==> src/rtl/gpr_pkg.sv <==
package gpr_pkg;
    typedef enum logic [1:0] {
        SZ_BYTE = 2'b00,
        SZ_WORD = 2'b01,
        SZ_LONG = 2'b10,
        SZ_RSVD = 2'b11
    } wsize_e;

    localparam int BYTE_W = 8;
    localparam int HALF_W = 16;
endpackage

==> src/rtl/gpr_index_map.sv <==
// Maps an architectural register index and the privilege state to a
// physical slot: data regs first, then the unbanked address regs, then
// the user and supervisor copies of the top address register.
module gpr_index_map #(
    parameter int NCLS   = 8,
    parameter int IDX_W  = 4,
    parameter int PIDX_W = 5
) (
    input  logic [IDX_W-1:0]  arch_idx,
    input  logic              sup,
    output logic [PIDX_W-1:0] phys_idx
);
    localparam int USP_SLOT = 2*NCLS - 1;
    localparam int SSP_SLOT = 2*NCLS;

    logic is_sp;

    always_comb begin
        is_sp = (int'(arch_idx) == USP_SLOT);
        if (is_sp) begin
            phys_idx = sup ? PIDX_W'(SSP_SLOT) : PIDX_W'(USP_SLOT);
        end else begin
            phys_idx = PIDX_W'(arch_idx);
        end
    end
endmodule

==> src/rtl/gpr_write_merge.sv <==
// Combines a sized write with the old register value according to the
// register class; flags combinations that have no legal meaning.
module gpr_write_merge
    import gpr_pkg::*;
#(
    parameter int XLEN = 32
) (
    input  logic [1:0]      size,
    input  logic            is_addr,
    input  logic [XLEN-1:0] old_val,
    input  logic [XLEN-1:0] new_val,
    output logic [XLEN-1:0] merged,
    output logic            legal
);
    wsize_e sz;

    always_comb begin
        sz     = wsize_e'(size);
        merged = old_val;
        legal  = 1'b1;
        unique case (sz)
            SZ_BYTE: begin
                if (is_addr) begin
                    legal = 1'b0;
                end else begin
                    merged = {old_val[XLEN-1:BYTE_W], new_val[BYTE_W-1:0]};
                end
            end
            SZ_WORD: begin
                if (is_addr) begin
                    merged = {{(XLEN-HALF_W){new_val[HALF_W-1]}}, new_val[HALF_W-1:0]};
                end else begin
                    merged = {old_val[XLEN-1:HALF_W], new_val[HALF_W-1:0]};
                end
            end
            SZ_LONG: merged = new_val;
            SZ_RSVD: legal  = 1'b0;
        endcase
    end
endmodule

==> src/rtl/gpr_storage.sv <==
// Physical register array: one main write port, one user-SP side write
// port, two operand read ports, one old-value read port for merging.
module gpr_storage #(
    parameter int XLEN     = 32,
    parameter int NPHYS    = 17,
    parameter int PIDX_W   = 5,
    parameter int USP_SLOT = 15
) (
    input  logic              clk,
    input  logic              rst_n,
    input  logic              we,
    input  logic [PIDX_W-1:0] w_idx,
    input  logic [XLEN-1:0]   w_val,
    input  logic              usp_we,
    input  logic [XLEN-1:0]   usp_val,
    input  logic [PIDX_W-1:0] ra_idx,
    output logic [XLEN-1:0]   ra_val,
    input  logic [PIDX_W-1:0] rb_idx,
    output logic [XLEN-1:0]   rb_val,
    input  logic [PIDX_W-1:0] ro_idx,
    output logic [XLEN-1:0]   ro_val,
    output logic [XLEN-1:0]   usp_q
);
    logic [XLEN-1:0] regs_q [NPHYS];

    for (genvar g = 0; g < NPHYS; g++) begin : g_reg
        logic hit_main;
        logic hit_side;
        assign hit_main = we && (int'(w_idx) == g);
        if (g == USP_SLOT) begin : g_usp
            assign hit_side = usp_we;
        end else begin : g_plain
            assign hit_side = 1'b0;
        end

        always_ff @(posedge clk) begin
            if (!rst_n) begin
                regs_q[g] <= '0;
            end else if (hit_main) begin
                regs_q[g] <= w_val;
            end else if (hit_side) begin
                regs_q[g] <= usp_val;
            end
        end
    end

    always_comb begin
        ra_val = (int'(ra_idx) < NPHYS) ? regs_q[ra_idx] : '0;
        rb_val = (int'(rb_idx) < NPHYS) ? regs_q[rb_idx] : '0;
        ro_val = (int'(ro_idx) < NPHYS) ? regs_q[ro_idx] : '0;
        usp_q  = regs_q[USP_SLOT];
    end
endmodule

==> src/rtl/cpu_gpr_file.sv <==
module cpu_gpr_file
    import gpr_pkg::*;
#(
    parameter int XLEN = 32,
    parameter int NCLS = 8
) (
    input  logic                         clk,
    input  logic                         rst_n,
    input  logic                         sup_mode,
    input  logic [$clog2(2*NCLS)-1:0]    rd_a_idx,
    output logic [XLEN-1:0]              rd_a_data,
    input  logic [$clog2(2*NCLS)-1:0]    rd_b_idx,
    output logic [XLEN-1:0]              rd_b_data,
    input  logic                         wr_en,
    input  logic [$clog2(2*NCLS)-1:0]    wr_idx,
    input  logic [1:0]                   wr_size,
    input  logic [XLEN-1:0]              wr_data,
    output logic                         wr_err,
    input  logic                         usp_wr_en,
    input  logic [XLEN-1:0]              usp_wr_data,
    output logic [XLEN-1:0]              usp_rd_data
);
    localparam int IDX_W    = $clog2(2*NCLS);
    localparam int NPHYS    = 2*NCLS + 1;
    localparam int PIDX_W   = $clog2(NPHYS);
    localparam int USP_SLOT = 2*NCLS - 1;

    logic [PIDX_W-1:0] pa, pb, pw;
    logic [XLEN-1:0]   old_val, merged, usp_q;
    logic              legal, commit, usp_commit, err_d;

    gpr_index_map #(.NCLS(NCLS), .IDX_W(IDX_W), .PIDX_W(PIDX_W)) u_map_a (
        .arch_idx(rd_a_idx), .sup(sup_mode), .phys_idx(pa));
    gpr_index_map #(.NCLS(NCLS), .IDX_W(IDX_W), .PIDX_W(PIDX_W)) u_map_b (
        .arch_idx(rd_b_idx), .sup(sup_mode), .phys_idx(pb));
    gpr_index_map #(.NCLS(NCLS), .IDX_W(IDX_W), .PIDX_W(PIDX_W)) u_map_w (
        .arch_idx(wr_idx), .sup(sup_mode), .phys_idx(pw));

    gpr_write_merge #(.XLEN(XLEN)) u_merge (
        .size(wr_size), .is_addr(wr_idx[IDX_W-1]), .old_val(old_val),
        .new_val(wr_data), .merged(merged), .legal(legal));

    // Side port only acts in supervisor state, where index 15 on the main
    // port targets the supervisor copy, so the two ports never collide.
    assign commit     = wr_en && legal;
    assign usp_commit = usp_wr_en && sup_mode;
    assign err_d      = wr_en && !legal;

    gpr_storage #(.XLEN(XLEN), .NPHYS(NPHYS), .PIDX_W(PIDX_W), .USP_SLOT(USP_SLOT)) u_store (
        .clk(clk), .rst_n(rst_n),
        .we(commit), .w_idx(pw), .w_val(merged),
        .usp_we(usp_commit), .usp_val(usp_wr_data),
        .ra_idx(pa), .ra_val(rd_a_data),
        .rb_idx(pb), .rb_val(rd_b_data),
        .ro_idx(pw), .ro_val(old_val),
        .usp_q(usp_q));

    always_ff @(posedge clk) begin
        if (!rst_n) begin
            wr_err <= 1'b0;
        end else begin
            wr_err <= err_d;
        end
    end

    always_comb begin
        usp_rd_data = sup_mode ? usp_q : '0;
    end
endmodule

==> config.mk <==
export PLATFORM = sky130hd
export DESIGN_NAME = cpu_gpr_file
export DESIGN_NICKNAME = d
export VERILOG_FILES = /design/src/rtl/gpr_pkg.sv /design/src/rtl/gpr_index_map.sv /design/src/rtl/gpr_write_merge.sv /design/src/rtl/gpr_storage.sv /design/src/rtl/cpu_gpr_file.sv
export SDC_FILE = /design/constraint.sdc
export NUM_CORES = 2
export LEC_CHECK = 0
export BUFFER_PORTS_ARGS = -buffer_cell sky130_fd_sc_hd__buf_2
export CAP_MARGIN = 20
export CORE_MARGIN = 1
export CORE_UTILIZATION = 40
export DETAILED_ROUTE_END_ITERATION = 10
export PLACE_DENSITY = 0.54
export RECOVER_POWER = 50
export SYNTH_ARGS = -nofsm -noshare
export SYNTH_HDL_FRONTEND = slang
export SYNTH_HIERARCHICAL = 1
export SYNTH_SLANG_ARGS = --single-unit
==> constraint.sdc <==
create_clock -name clk -period 13.8 [get_ports clk]
set_input_delay 2.76 -clock clk [delete_from_list [all_inputs] [get_ports clk]]
set_output_delay 2.76 -clock clk [all_outputs]
set_load 0.02 [all_outputs]
== Word level (Yosys, flattened, before mapping) ==
Memories as Yosys holds them, arrays and structs flattened.
Cells that the tools add are included.

* Bitwise logic cells: 18
* Magnitude comparators: 3
* Reduce and logical (&&, ||, !) cells: 23
* Muxes and demuxes: 87
* Equal/unequal tests: 22

{| class="wikitable"
|+ Operators with widths
! cell !! count
|-
| $mux W32 || 23
|-
| $pmux W32 S3 || 1
|-
| $mux W1 || 57
|-
| $eq A5 B5 Y1 const B || 9
|-
| $eq A5 B4 Y1 const B || 4
|-
| $logic_and A1 B1 Y1 || 20
|-
| $mux W5 || 4
|-
| $or A1 B1 Y1 || 18
|-
| $lt A5 B5 Y1 const B || 3
|-
| $eq A4 B1 Y1 const B || 3
|-
| $eq A5 B3 Y1 const B || 2
|-
| $mux W8 || 1
|-
| $eq A5 B2 Y1 const B || 1
|-
| $logic_not A5 Y1 || 1
|-
| $eq A2 B2 Y1 const B || 2
|-
| $eq A2 B1 Y1 const B || 1
|-
| $logic_not A2 Y1 || 1
|-
| $pmux W1 S2 || 1
|-
| $logic_not A1 Y1 || 1
|}

* Memories: 1
* Bits in writable memories: 544
* Register bits after elaboration: 1

{| class="wikitable"
|+ Memories
! memory !! depth !! bits a word !! rd ports !! clocked after Yosys merged registers in !! wr ports !! RTL line !! text
|-
| u_store.regs_q || 17 || 32 || 4 || 0 || 17 || gpr_storage.sv:24 || <nowiki>logic [XLEN-1:0] regs_q [NPHYS];</nowiki>
|}

== Longest topological paths before layout ==
* Word-level depth: 9
* Mapped depth: 14
* Gate-level depth less buffers: 10

== Modules after synthesis ==
Netlist, hierarchy kept.

{| class="wikitable"
|+ By module, submodules not included
! module !! instances !! seq. area each (µm²) !! area an instance (µm²) !! cells an instance
|-
| gpr_storage || 1 || 16,335.7 || 34,551.9 || 3,200
|-
| gpr_write_merge || 1 || 0.0 || 769.5 || 96
|-
| cpu_gpr_file || 1 || 20.0 || 297.8 || 39
|-
| gpr_index_map || 3 || 0.0 || 57.6 || 8
|}

== Worst setup path after synthesis ==
OpenSTA, ideal clock, no wires.

* Path type: in2out
* Start: input port rd_a_idx[0]
* End: output port rd_a_data[21]
* Data arrival time: 4.358 ns
* Stages: 8
* Buffers on the path: 2
* Data required time: 11.040 ns
* Setup slack: 6.682 ns
* Path through: and3_4 -> a21boi_0 -> and2_1 -> clkbuf_1 -> clkbuf_1 -> nand2_1 -> nand3_1 -> nand3_1

* Longest elaborated chain between the ends: 4
* Elaborated cells on any way between the ends: 5
* Classes of those cells: 1 x order compare; 1 x eq/ne; 2 x mux; 1 x memory

{| class="wikitable"
|+ Ends and longest elaborated chain
! what !! RTL line !! text
|-
| from (decl) || cpu_gpr_file.sv:10 || <nowiki>input logic [$clog2(2*NCLS)-1:0] rd_a_idx,</nowiki>
|-
| $eq A4 B1 Y1 * || gpr_index_map.sv:19 || <nowiki>is_sp = (int'(arch_idx) == USP_SLOT);</nowiki>
|-
| $mux W5 * || gpr_index_map.sv:20 || <nowiki>if (is_sp) begin</nowiki>
|-
| net pa[2] || cpu_gpr_file.sv:28 || <nowiki>logic [PIDX_W-1:0] pa, pb, pw;</nowiki>
|-
| $mem_v2 Z17 W32 or $lt A5 B5 Y1 (tied branches) || -- ||
|-
| $mux W32 * || gpr_storage.sv:48 || <nowiki>ra_val = (int'(ra_idx) < NPHYS) ? regs_q[ra_idx] : '0;</nowiki>
|-
| to (decl) || cpu_gpr_file.sv:11 || <nowiki>output logic [XLEN-1:0] rd_a_data,</nowiki>
|}

The timed path passes the listed nets; every way through them passes the cells marked *.

==> metrics.txt <==
most common cell after layout, fill and taps aside=mux2i_1; H-tree Lvls=3; Fin Setup TNS=0 ps; WL final=142 mm; #FFs+latches synth=545; num ports=180; worst-path fanout max=44; number of buffers created by CTS=67; Max Slew Vio Count=642; largest net degree at the start of global routing=134; Die H=301 um; Hold Vio Cnt, Final=0; CP peak stage delay=3020 ps; fill cell count=8243; Post-CTS Setup Inserts=0; WL/cell=31.0 um; register area share after synthesis=45.7%; initial drt markers=3373; met2 Use GR=50.5%; Period minus WS final=11470 ps; Cells after Synth=3359; VDD IR max=0.0000774 V; Worst Path Required=14160 ps; Final Cycle Share=83.1%; global-route track usage on met3=4.42%; met1 Use GR=39.6%; Final nets=3470; Clock Sinks=545; CTS Hold Bufs=0; via/cell ratio=6.24; crit-path cells=buf_2 > clkbuf_1 > and3_1 > a21boi_0 > clkbuf_1 > nor2b_4 > clkbuf_1 > a22oi_1 > nand3_1 > nand3_1 > mux2_2 > nand2_1 > o31ai_2 > buf_4 > a22o_1; Worst-Skew Late Latency=620 ps; RSZ-0062 raised after global routing=false; Vias=28700; pwr dens=115 mW/mm2; CP Launch Type=input port; Arrival @ worst endpoint=11830 ps; Initial Util=40.4%; die area=0.0907 mm2; GR Util All Layers=30.7%; failing checks=DRC, capacitance limit, slew limit; initial antenna violation count=3; Setup crit end kind=flip-flop; Post-Syn Area=0.0358 mm2; deepest clock path buffer count=3; # rows=109; Placer Congestion=0.905; post-route cell area=0.0395 mm2; core area=0.0885 mm2; Root Buffer=clkbuf_16; Most Crowded Layer GR=met2; antenna viol nets, final=0; P&R area growth vs syn=10.3%; layout cell share with drive strength beyond 1=13.0%; Final Util=44.6%; clk slew on worst S/H paths=60 ps; flop2flop setup slack=11230 ps; post-synth net total=3442; grt ovf=0; most frequent cells in the layout=mux2i_1 (768), edfxtp_1 (544), and2_1 (508); most frequent CP cell=clkbuf_1; Worst slew margin=-180%; Clock Skew=16.3 ps; Leakage=0.0159 uW; Max Fclk=87.2 MHz; DP HPWL=81.1 mm; first-pass GRT wire length=201 mm; Hold WC Path Type=reg -> reg; Synth Warn #=6; Resized Gates After CTS=0; TritonRoute pass-1 iters=8; Synth cell types=40; Tightest Pin Transition=4210 ps; CTS tree=done; vias in the first global route=28500; highest-delay cell along the critical path=clkbuf_1; area post-placement=0.0376 mm2; Avg Cell Area, Syn=10.7 um2; Remaining DRCs=56; Final setup viols=0; # port buffers=179; status=finished with violations; Max Cap Viol=24; WS Path Type=in -> reg; Die W=301 um
==> cell type report <==
| cell class | count | area (um2) | share of cell area (%) |
|---|---|---|---|
| clock inverter | 27 | 230 | 0.583 |
| sequential | 545 | 16400 | 41.4 |
| tap | 1165 | 1460 | 3.69 |
| timing repair buffer | 271 | 1540 | 3.91 |
| inverter | 8 | 30.0 | 0.0760 |
| antenna | 2 | 5.00 | 0.0127 |
| multi-input combinational | 2494 | 18000 | 45.7 |
| clock buffer | 88 | 1830 | 4.63 |
==> cells in the mapped netlist <==
cell type / n / area share [%]
mux2i_1: 768 / 21
buf_2: 82 / 1.1
and2b_4: 1 / 0.028
a22oi_1: 192 / 4.0
a22o_1: 32 / 0.78
a21oi_4: 1 / 0.045
xnor2_4: 1 / 0.077
o21ai_0: 15 / 0.21
nor3b_4: 1 / 0.052
nand4_1: 1 / 0.017
nand2_1: 308 / 3.2
and3b_1: 1 / 0.024
nand2b_1: 6 / 0.10
dfxtp_1: 1 / 0.056
buf_4: 76 / 1.6
nor2_1: 13 / 0.14
nand4b_4: 1 / 0.066
buf_1: 13 / 0.14
nand2_2: 1 / 0.017
or2_2: 4 / 0.070
nand3b_4: 2 / 0.11
nor2b_1: 10 / 0.17
o21ai_1: 1 / 0.014
o31ai_1: 16 / 0.34
clkbuf_1: 100 / 1.0
nor2_2: 16 / 0.28
and2_1: 518 / 9.1
and2_2: 33 / 0.69
a21oi_1: 208 / 2.9
edfxtp_1: 544 / 46
or2_1: 2 / 0.035
and3_4: 3 / 0.094
mux2_2: 32 / 1.0
a21boi_0: 6 / 0.13
inv_1: 8 / 0.084
nand3_1: 289 / 4.0
and3_1: 6 / 0.10
a41oi_1: 6 / 0.15
clkbuf_2: 28 / 0.39
buf_6: 13 / 0.41
==> report_power, final <==
group	internal [uW]	leakage, uW	switching (uW)
Clock	987	0.00100	715
Sequential	1900	0.00563	59.9
Combinational	276	0.00930	586
==> kinds of logic (layout without fill, tap and decap cells) <==
kind of cell / count (synthesis) / in the layout / share of synthesized area [%]
DFF: 545 / 545 / 45.7
other: 0 / 2 / 0
buffers and inverters: 320 / 394 / 4.81
and+or+nand+nor: 1216 / 1216 / 18.3
AOI/OAI and AO/OA: 477 / 477 / 8.60
muxes: 800 / 800 / 22.5
xor gates and xnor gates: 1 / 1 / 0.0769
==> metal layers <==
layer / part of all wire [%] / vias up
li1: - / 12300
met1: 40 / 14400
met2: 47 / 1612
met3: 8.0 / 406
met4: 4.9 / 2
met5: 0.0077 / -
==> through the flow <==
| step | hold slack (ps) | worst slack [ps] | power (uW) | instances |
|---|---|---|---|---|
| final | 1040 | 2330 | 4530 | 4600 |
| after global routing | 1080 | 2290 | 4650 | 4598 |
| after floorplan | 841 | 6680 | 2510 | 3359 |
| after global placement | 1050 | 4710 | 2830 | 4477 |
| after CTS | 1080 | 4600 | 4530 | 4594 |
| after detailed placement | 1050 | 4610 | 2840 | 4479 |
==> sequential cells by signal (all words and copies together), names as in the netlist <==
signal / cells
u_store/regs_q: 544
wr_err: 1
==> worst max-delay path, delay by kind of cell <==
family / cells / cell delay [ps]
buf+inv: 5 / 5820
simple gates: 5 / 2040
compound gates: 4 / 840
mux: 1 / 290
==> final timing paths <==
| path | end | start | depth (start not counted) |
|---|---|---|---|
| max | u_store/regs_q[15][24] | sup_mode | 15 |
| min | u_store/regs_q[13][26] | u_store/regs_q[16][26] | 5 |
| min reg2reg | u_store/regs_q[13][26] | u_store/regs_q[16][26] | 5 |
| max reg2reg | u_store/regs_q[15][24] | u_store/regs_q[3][24] | 9 |
Note: power is estimated with default switching activity, not from simulation.
